### config.mk
export PLATFORM = sky130hd
export DESIGN_NAME = seqchk_period
export DESIGN_NICKNAME = d
export VERILOG_FILES = /design/src/rtl/seqchk_pkg.sv /design/src/rtl/seqchk_counter.sv /design/src/rtl/seqchk_match.sv /design/src/rtl/seqchk_period.sv
export SDC_FILE = /design/constraint.sdc
export NUM_CORES = 1
export LEC_CHECK = 0
export BUFFER_PORTS_ARGS = -buffer_cell sky130_fd_sc_hd__buf_4
export CAP_MARGIN = 20
export CORE_AREA = 2 2 49 51
export DETAILED_ROUTE_END_ITERATION = 10
export DIE_AREA = 0 0 51 53
export PLACE_DENSITY_LB_ADDON = 0.3
export SYNTH_ARGS = -nofsm -noshare
export SYNTH_HDL_FRONTEND = slang
export SYNTH_SLANG_ARGS = --single-unit
### constraint.sdc
create_clock -name clk -period 1.6 [get_ports clk]
set_input_delay 0.16 -clock clk [delete_from_list [all_inputs] [get_ports clk]]
set_output_delay 0.16 -clock clk [all_outputs]
set_load 0.03 [all_outputs]
### src/rtl/seqchk_pkg.sv
package seqchk_pkg;

    typedef enum logic [1:0] {
        VERDICT_MAXIMAL = 2'b00,
        VERDICT_SHORT   = 2'b01,
        VERDICT_ZERO    = 2'b10,
        VERDICT_TIMEOUT = 2'b11
    } verdict_e;

    typedef enum logic {
        PH_IDLE = 1'b0,
        PH_RUN  = 1'b1
    } phase_e;

    typedef struct packed {
        logic at_zero;
        logic at_seed;
    } match_t;

    function automatic verdict_e verdict_on_return(input logic full_period);
        return full_period ? VERDICT_MAXIMAL : VERDICT_SHORT;
    endfunction

endpackage

### src/rtl/seqchk_counter.sv
module seqchk_counter #(
    parameter int CW = 10
) (
    input  logic          clk,
    input  logic          rst,
    input  logic          clr,
    input  logic          inc,
    output logic [CW-1:0] count
);
    always_ff @(posedge clk) begin
        if (rst || clr)
            count <= '0;
        else if (inc)
            count <= count + 1'b1;
    end
endmodule

### src/rtl/seqchk_match.sv
module seqchk_match
    import seqchk_pkg::*;
#(
    parameter int WIDTH = 9
) (
    input  logic [WIDTH-1:0] state,
    input  logic [WIDTH-1:0] seed,
    input  logic             past_step0,
    output match_t           hit
);
    always_comb begin
        hit.at_zero = (state == '0);
        hit.at_seed = past_step0 && (state == seed);
    end
endmodule

### src/rtl/seqchk_period.sv
module seqchk_period
    import seqchk_pkg::*;
#(
    parameter int WIDTH = 9
) (
    input  logic             clk,
    input  logic             rst,
    input  logic             start_i,
    input  logic [WIDTH-1:0] state_i,
    input  logic [WIDTH-1:0] seed_i,
    output logic             done_o,
    output logic [1:0]       status_o,
    output logic [WIDTH:0]   steps_o
);
    localparam int CW = WIDTH + 1;
    localparam logic [CW-1:0] FULL_PERIOD = {1'b0, {WIDTH{1'b1}}};
    localparam logic [CW-1:0] STEP_LIMIT  = {1'b1, {WIDTH{1'b0}}};

    phase_e        phase;
    verdict_e      verdict;
    logic          done_q;
    logic [CW-1:0] steps;
    match_t        hit;
    logic          finish;
    verdict_e      verdict_next;

    seqchk_match #(.WIDTH(WIDTH)) u_match (
        .state      (state_i),
        .seed       (seed_i),
        .past_step0 (steps != '0),
        .hit        (hit)
    );

    always_comb begin
        finish       = 1'b0;
        verdict_next = verdict;
        if (phase == PH_RUN) begin
            if (hit.at_zero) begin
                finish       = 1'b1;
                verdict_next = VERDICT_ZERO;
            end else if (hit.at_seed) begin
                finish       = 1'b1;
                verdict_next = verdict_on_return(steps == FULL_PERIOD);
            end else if (steps == STEP_LIMIT) begin
                finish       = 1'b1;
                verdict_next = VERDICT_TIMEOUT;
            end
        end
    end

    seqchk_counter #(.CW(CW)) u_ctr (
        .clk   (clk),
        .rst   (rst),
        .clr   (start_i),
        .inc   ((phase == PH_RUN) && !finish),
        .count (steps)
    );

    always_ff @(posedge clk) begin
        if (rst) begin
            phase   <= PH_IDLE;
            done_q  <= 1'b0;
            verdict <= VERDICT_MAXIMAL;
        end else if (start_i) begin
            phase   <= PH_RUN;
            done_q  <= 1'b0;
            verdict <= VERDICT_MAXIMAL;
        end else if (finish) begin
            phase   <= PH_IDLE;
            done_q  <= 1'b1;
            verdict <= verdict_next;
        end
    end

    assign done_o   = done_q;
    assign status_o = verdict;
    assign steps_o  = steps;


    hold_result_chk: assert property (@(posedge clk) disable iff (rst)
        (done_q && !start_i) |=> (done_q && $stable(status_o) && $stable(steps_o)));


    start_clears_chk: assert property (@(posedge clk) disable iff (rst)
        start_i |=> (!done_o && steps_o == '0));


    step_bound_chk: assert property (@(posedge clk) disable iff (rst)
        steps_o <= STEP_LIMIT);


    maximal_count_chk: assert property (@(posedge clk) disable iff (rst)
        (done_o && status_o == VERDICT_MAXIMAL) |-> steps_o == FULL_PERIOD);


    zero_lock_chk: assert property (@(posedge clk) disable iff (rst)
        (phase == PH_RUN && !start_i && state_i == '0) |=> (done_o && status_o == VERDICT_ZERO));

endmodule

Word-level counts from Yosys, hierarchy flattened. Cells that the tools add are included. W data, S select, Z words.

Input port bits: 21. Output and inout bits: 13. Word-level logic and storage cells: 28. Bits in latches: 0. Bits in writable memories: 0. Flip-flop bits (word level): 14. Memories kept: 0. Bits in read-only memories: 0.

Multiplexer cells: 10. Multipliers: 0. Bitwise gates (word level): 0. Reductions and logical operators: 10. Div/mod/pow operators: 0. $add $sub $neg: 1. Shifts and indexed selects: 0. Eq/ne operators: 3. $lt $le $gt $ge: 0.

Operators with widths (number): $add A10 B1 Y10 const B (1); $eq A10 B10 Y1 const B (1); $eq A10 B9 Y1 const B (1); $reduce_bool A10 Y1 (1); $eq A9 B9 Y1 (1); $logic_not A9 Y1 (1); $mux W1 (7); $mux W2 (3); $reduce_and A3 Y1 (1); $reduce_bool A3 Y1 (1); $logic_and A1 B1 Y1 (2); $reduce_bool A2 Y1 (1); $reduce_or A2 Y1 (1); $logic_not A1 Y1 (1); $logic_or A1 B1 Y1 (1).

Depth between registers and ports, before layout. Gate-level depths: netlist (run 1).

Depth after elaboration: 7. Mapped depth: 8. Gate-level depth less buffers: 7.

Modules after synthesis. From an unflattened synthesis (run 1), not the netlist that was laid out.

Cell total of the unflattened synthesis: 88. Area total of the unflattened synthesis: 809.5 sq um.

By module, submodules not included: seqchk_counter (sequential area each 200.2 sq um, area each 444.2 sq um, cells each 48, times used 1); seqchk_period (sequential area each 80.1 sq um, area each 239.0 sq um, cells each 23, times used 1); seqchk_match (sequential area each 0.0 sq um, area each 126.4 sq um, cells each 17, times used 1).

Least setup slack after synthesis (run 1). Ideal clock, no wire load.

Path kind: register to register. From: reg u_ctr.count[0]. To: reg verdict[1], in the netlist status_o[1]. Stages on the path, launching flop included: 9. Period minus slack after synthesis: 2054 ps. Setup slack: -454 ps. Path buffers: 1. Setup time: 95 ps. Arrival: 1959 ps. Required time: 1505 ps. Path through: dfxtp_1 inv_1 ha_1 nor4b_2 a211oi_1 and3_4 buf_6 o21ai_0 a221oi_1.

Word-level cells in the longest chain between the ends: 6. Elaborated cells on any way between the ends: 11. Classes of those cells: eq/ne: 1; mux: 6; reduce/logical: 4.

RTL lines: start: declaration (RTL line seqchk_counter.sv:8) `output logic [CW-1:0] count`; start signal: assignment (RTL line seqchk_counter.sv:14) `count <= count + 1'b1;`; $eq A10 B10 Y1 / $reduce_bool A10 Y1 (equally long branches) (RTL line seqchk_period.sv:44, seqchk_period.sv:30); $mux W1 / $logic_and A1 B1 Y1 (equally long branches) (RTL line seqchk_period.sv:44, seqchk_match.sv:13); $mux W1 (RTL line seqchk_period.sv:41) `end else if (hit.at_seed) begin`; $mux W1 (RTL line seqchk_period.sv:38) `if (hit.at_zero) begin`; $mux W1 (RTL line seqchk_period.sv:37) `if (phase == PH_RUN) begin`; $reduce_and A3 Y1 (no source line); end signal: assignment (RTL line seqchk_period.sv:71) `verdict <= verdict_next;`; end: declaration (RTL line seqchk_period.sv:20) `verdict_e verdict;`.

Parallel ways exist; a longest one is shown, timed or not. A chain may end at the register's enable or synchronous reset.

Worst setup path in the final report (run 1).
From: reg u_ctr.count[1]. To: reg u_ctr.count[2].

Word-level cells in the longest chain between the ends: 7. Elaborated cells on any way between the ends: 10. Classes of those cells: add/sub: 1; eq/ne: 1; mux: 4; reduce/logical: 4.

RTL lines: $eq A10 B10 Y1 / $reduce_bool A10 Y1 (equally long branches) (RTL line seqchk_period.sv:44, seqchk_period.sv:30); $mux W1 / $logic_and A1 B1 Y1 (equally long branches) (RTL line seqchk_period.sv:44, seqchk_match.sv:13); $mux W1 (RTL line seqchk_period.sv:41); $mux W1 (RTL line seqchk_period.sv:38); $mux W1 (RTL line seqchk_period.sv:37); $logic_not A1 Y1 (RTL line seqchk_period.sv:55) `.inc ((phase == PH_RUN) && !finish),`; $logic_and A1 B1 Y1 (RTL line seqchk_period.sv:55).

Parallel ways exist; a longest one is shown, timed or not.

==> results of run 1 <==
==> registers in the layout (all words and copies together), names as in the netlist <==
signal / cells
phase: 1
status_o: 2
u_ctr.count: 10
done_o: 1
==> final cells by class <==
class                   count  share of cell area
multi-input cells          88               0.458
repair buffers             61               0.303
flip-flops and latches     14               0.187
well taps                  28              0.0220
inverters                   6              0.0157
clock buffers               3              0.0142
==> final timing paths <==
kind | start | to | slack, ps | cells past startpoint
worst max register to register | u_ctr.count[1] | u_ctr.count[2] | -190 | 7
worst min register to register | done_o | done_o | 460 | 2
worst min-delay path | rst | phase | 50 | 2
worst max-delay path | u_ctr.count[1] | u_ctr.count[2] | -190 | 7
==> report_power, final <==
part | switching, W | internal, W
registers | 0.00000509 | 0.000346
logic | 0.0000776 | 0.0000937
clock network | 0.000132 | 0.0000881
==> repair_timing <==
action | CTS | global route
setup endpoints to repair | 13 | 14
resized for setup | 2 | 22
buffers inserted | 0 | 7
pin swaps | 0 | 6
gates cloned | 1 | 0
==> cell usage after synthesis, types with 2 or more instances <==
cell,count
and3_1,4
dfxtp_1,14
nand2_1,8
mux2i_1,3
o21ai_0,4
ha_1,2
o31ai_1,6
a21oi_1,10
nor2_1,4
nand3_1,11
inv_1,6
xnor2_1,7
or3_1,4
xor2_1,3
or4_1,5
nor4_1,3
==> critical path, stage by stage (launching register included) <==
cell	delay [ps]
dfxtp_4	350
inv_2	60
ha_4	120
nor4b_4	270
a211oi_2	140
and3_4	200
or4_1	460
a21oi_1	130
==> routing by layer <==
metal,global-route usage,part of all wire,wire length (µm)
met1,0.286,0.40,1310
met5,0,0,0
met3,0.0311,0.068,224
met2,0.422,0.50,1650
met4,0.149,0.033,110
==> logic make-up after synthesis <==
| kind of cell | after synthesis |
|---|---|
| xor+xnor | 10 |
| fa+ha+maj | 2 |
| mux | 3 |
| buf+inv | 9 |
| compound gates | 24 |
| simple gates | 48 |
| flops | 14 |
==> through the flow <==
stage / area (µm²) / util / total power (W)
3_3_place_gp: 1410 / 0.658 / 0.000495
5_1_grt: 1590 / 0.740 / 0.000768
4_1_cts: 1450 / 0.676 / 0.000710
2_1_floorplan: 998 / - / 0.000428
3_5_place_dp: 1410 / 0.658 / 0.000499
6_report: 1590 / 0.740 / 0.000742
==> cell usage in the layout (no fill, tap or decap), types with 3 or more instances in the layout <==
master and n:
or3_1 4, xor2_1 3, and3_1 3, buf_4 58
or4_1 3, o31ai_2 3, mux2i_1 3, nor4_4 3
nor2_1 4, nand3_1 7, clkbuf_4 3, nand3_2 3
a21oi_1 6, dfxtp_4 4, xnor2_1 7, nand2_1 8
o31ai_1 3, inv_1 4, dfxtp_1 8, a21oi_2 4
and3_4 3
==> metrics, run 1 <==
Pre-antenna DRT Iters=4; Yosys top cell by area=dfxtp_1; Synth Area in Adders=0.0278; Post-Synth XOR/XNOR Area=0.0972; maximum clock rate=0.557 GHz; RSZ-0062 raised after global routing=yes; Hold WS=46.9 ps; Inserted Clock Buffers=3; root cell of the clock tree=clkbuf_4; failing checks=negative setup slack; Synth-to-Final Area Change=76.5%; proportion of layout cells with a drive suffix above 1=0.564; clk sink count=14; top post-synthesis cells by area=dfxtp_1, xnor2_1, nand3_1; LEAKAGE=roughly 0.66 nW; vias in the first global route=1086; worst-margin pin slew=367 ps; crit path max fanout=6; first-pass GRT wire length=4820 µm; syn nets=133; Final nets=a little under 200; largest family of logic cells by synthesized area=simple AND/OR/NAND/NOR gates; setup ws final=-194 ps; Register Area=~300 µm²; detailed-route DRC error count=0; final RePlAce weighted congestion=0.900; Final Hold Viols=0; clock-pin transition on the worst setup and hold timing paths=90 ps; post-synthesis mux area share=0.0333; share of the synthesized area in the top cell type=0.311; YS warnings=0; Overflow after GRT=0; initial antenna violation count=0; clk_lat worst skew=about 300 ps; synthesized area=about 900 µm²; HP Class=input port to register; Vias/cell=5.71; H-Tree Depth=1; Final Setup Violations=13; Placed Instances=~190; Routed Antenna Nets=0; Multi-input gate area=728 µm²; Port Buffers=33; critical setup path kind=register to register; Std-Cell Rows=17; sequential share of the synthesized area=0.311; max_cap viols=0; TritonCTS clock tree=built; Post-synth EDFFs=0; synthesized instance count=110; post-DP HPWL=2250 µm; WL/cell=16.5 µm; pin count of the biggest net entering global routing=12; Worst Path Required=1830 ps; Initial Util=0.419; antenna fix cells=0; Critical Path AT=between 2000 and 2500 ps; max_slew headroom=0.752; PD cells=466 nW/µm²; Detailed Route Iter0 Violations=53; critical path capture point type=register; Max rail drop VDD=312 µV; GRT Util Overall=0.244; Synth Register Bits=14; Post-synth top flop=dfxtp_1; Post-Synth Simple-Gate Area=0.319; Async S/R FF share, synth=0; area of the die=2700 µm²; Setup WS pre-CTS=-157 ps; crit share post-route=1.12; drt total wl=about 3300 µm; Final Slew Violations=0; core box area=2150 µm²; die width=51 µm; Filler cells=roughly 170; vias=1141; Synth cell types=32; die height=53 µm; status=finished, violations left; Non-Filler Instances=200; CTS Buffer Depth=2; Top Ports=34; CTS Hold Bufs=0; Synth Area in Compound Gates=0.164; clock period minus worst slack=between 1500 and 2000 ps; Startpoint Class=register; setup TNS=-1360 ps; clock skew=~2.2 ps; Mean Syn Cell Area=8.19 µm²
Power figures use the tool's default switching activity.
==> run 2: changes to the inputs <==
Settings changed: BUFFER_PORTS_ARGS -buffer_cell sky130_fd_sc_hd__buf_4 to -buffer_cell sky130_fd_sc_hd__buf_2.
==> metrics, run 2 (same netlist as run 1, synthesis figures left out) <==
status=finished, violations left (unchanged); failing checks=negative setup slack (unchanged); GRT Util Overall=0.229 (was 0.244); setup ws final=-195 ps (was -194 ps); TritonCTS clock tree=built (unchanged); LEAKAGE=0.642 nW (was 0.661 nW); Hold WS=73.8 ps (was 46.9 ps); antenna fix cells=0 (unchanged); Final Setup Violations=13 (unchanged); Vias/cell=5.68 (was 5.71); max_slew headroom=0.738 (was 0.752); sw frac=0.296 (was 0.289); Final nets=195 (was 197); Hold Crit Endpoint=phase (unchanged); root cell of the clock tree=clkbuf_4 (unchanged); crit path max fanout=6 (unchanged); critical setup path kind=register to register (unchanged); clock period minus worst slack=1800 ps (was 1790 ps); share of power burned in registers=0.489 (was 0.473); Std-Cell Rows=17 (unchanged); clk sink count=14 (unchanged); core box area=2150 µm² (unchanged); vias in the first global route=1041 (was 1086); Detailed Route Iter0 Violations=51 (was 53); cell depth of the worst hold path=2 (unchanged); Critical Path AT=2020 ps (was 2030 ps); Max rail drop VDD=428 µV (was 312 µV); Worst path slowest cell=or4_1 (unchanged); detailed-route DRC error count=0 (unchanged); Final Slew Violations=0 (unchanged); switching pwr=0.000214 W (about the same); clock-pin transition on the worst setup and hold timing paths=90 ps (about the same); Pint=0.000507 W (was 0.000527 W); Initial Util=0.419 (unchanged); die height=53 µm (unchanged); proportion of layout cells with a drive suffix above 1=0.565 (was 0.564); worst reg2reg path depth=7 (unchanged); Routed Antenna Nets=0 (unchanged); Final Hold Viols=0 (unchanged); H-Tree Depth=1 (unchanged); drt total wl=3050 µm (was 3290 µm); clock skew=7.52 ps (was 2.22 ps); Setup WS pre-CTS=-185 ps (was -157 ps); met2 WL post-DR=1560 µm (was 1650 µm); crit share post-route=1.12 (about the same); worst-margin pin slew=392 ps (was 367 ps); critical path cell sequence=inv_2 > ha_4 > nor4b_4 > a211oi_2 > and3_4 > or4_1 > a21oi_1 (unchanged); Non-Filler Instances=198 (was 200); clock power share=0.299 (was 0.296); most common cell after layout, fill and taps aside=buf_2 (was buf_4); Synth-to-Final Area Change=69.4% (was 76.5%); Inserted Clock Buffers=3 (unchanged); final instance area=1530 µm² (was 1590 µm²); Worst Path Required=1820 ps (was 1830 ps); clk_lat worst skew=300 ps (about the same); CTS Hold Bufs=0 (unchanged); Post-Route M1 WL=1160 µm (was 1310 µm); reg-to-reg endpoint=u_ctr.count[2] (unchanged); critical path capture point type=register (unchanged); Worst path max stage delay=460 ps (about the same); post-DP HPWL=2100 µm (was 2250 µm); Placed Instances=188 (was 189); final RePlAce weighted congestion=0.832 (was 0.900); CTS Buffer Depth=2 (unchanged); maximum clock rate=0.557 GHz (about the same); setup TNS=-1700 ps (was -1360 ps); pin count of the biggest net entering global routing=10 (was 12); HP Class=input port to register (unchanged); most frequent cells in the layout=buf_2, buf_4, nand2_1, dfxtp_1, xnor2_1 (was buf_4, nand2_1, dfxtp_1, xnor2_1, nand3_1); first-pass GRT wire length=4520 µm (was 4820 µm); Port Buffers=33 (unchanged); Pre-antenna DRT Iters=4 (unchanged); WL/cell=15.4 µm (was 16.5 µm); met3 wire length=206 µm (was 224 µm); origin of the critical flop-to-flop path=u_ctr.count[1] (unchanged); Overflow after GRT=0 (unchanged); Top Ports=34 (unchanged); max FFs per register=10 (unchanged); vias=1124 (was 1141); max_cap viols=0 (unchanged); most flop-heavy register=u_ctr.count (unchanged); Max Used Layer=met4 (unchanged); RSZ-0062 raised after global routing=yes (unchanged); Startpoint Class=register (unchanged); area of the die=2700 µm² (unchanged); DP Area=1320 µm² (was 1410 µm²); die width=51 µm (unchanged); reg-to-reg slack, setup=-200 ps (was -190 ps); hold_sp=rst (unchanged); initial antenna violation count=0 (unchanged); logic gate share of total power=0.212 (was 0.231); PD cells=472 nW/µm² (was 466 nW/µm²)
==> run 2: cell count changes in the layout (fill, tap and decap cells not counted), moves of 3 or more <==
cell     delta
buf_6       +4
buf_2      +33
o31ai_2     -3
buf_4      -38
==> run 2: worst max-delay path by stage <==
stage	from	slack [ps]	to
4_1_cts	u_ctr.count[1]	-180	u_ctr.count[2]
6_report	u_ctr.count[1]	-200	u_ctr.count[2]
3_5_place_dp	u_ctr.count[1]	-180	u_ctr.count[2]
2_1_floorplan	u_ctr.count[0]	-120	status_o[1]
5_1_grt	u_ctr.count[1]	-250	u_ctr.count[2]
3_3_place_gp	u_ctr.count[1]	-110	u_ctr.count[2]
==> run 2: what timing repair did <==
item / 4_1_cts / 5_1_grt
endpoints found under the hold margin: 0 / 0
gates resized for setup: 10 / 17
buffers inserted: 3 / 2
setup endpoints to repair: 14 / 14
pin swaps: 3 / 6
gates cloned: 1 / 1
==> run 2: per-stage QoR <==
step	power, W	util
detailed placement	0.000486	0.616
global placement	0.000482	0.616
global route	0.000752	0.711
finish	0.000721	0.711
floorplan	0.000428	-
CTS	0.000703	0.664
==> run 2: area by class of cell <==
cell class,instances,area (µm²)
Multi-Input combinational cell,89,774
Fill cell,155,622
Timing Repair Buffer,58,372
Sequential cell,14,298
Tap cell,28,35.0
Inverter,6,25.0
Clock buffer,3,22.5
==> run 2: power groups by stage <==
stage | combinational (W) | clock (W) | sequential (W)
2_1_floorplan | 0.0000672 | 0 | 0.000361
3_3_place_gp | 0.000124 | 0 | 0.000357
3_5_place_dp | 0.000128 | 0 | 0.000358
4_1_cts | 0.000138 | 0.000215 | 0.000351
5_1_grt | 0.000166 | 0.000233 | 0.000353
6_report | 0.000153 | 0.000216 | 0.000352
==> run 2: critical path: cells and delay by family (launching register included) <==
family	cells	cell delay, ps
AOI/OAI and AO/OA	2	280
adders and majority gates	1	120
buffers and inverters	1	60
DFF	1	350
and+or+nand+nor	3	920
==> run 2: metal layers <==
metal / vias to the layer above / GRT usage
met3: 13 / 0.0169
met5: - / 0
li1: 543 / -
met1: 512 / 0.239
met4: 0 / 0.162
met2: 56 / 0.433
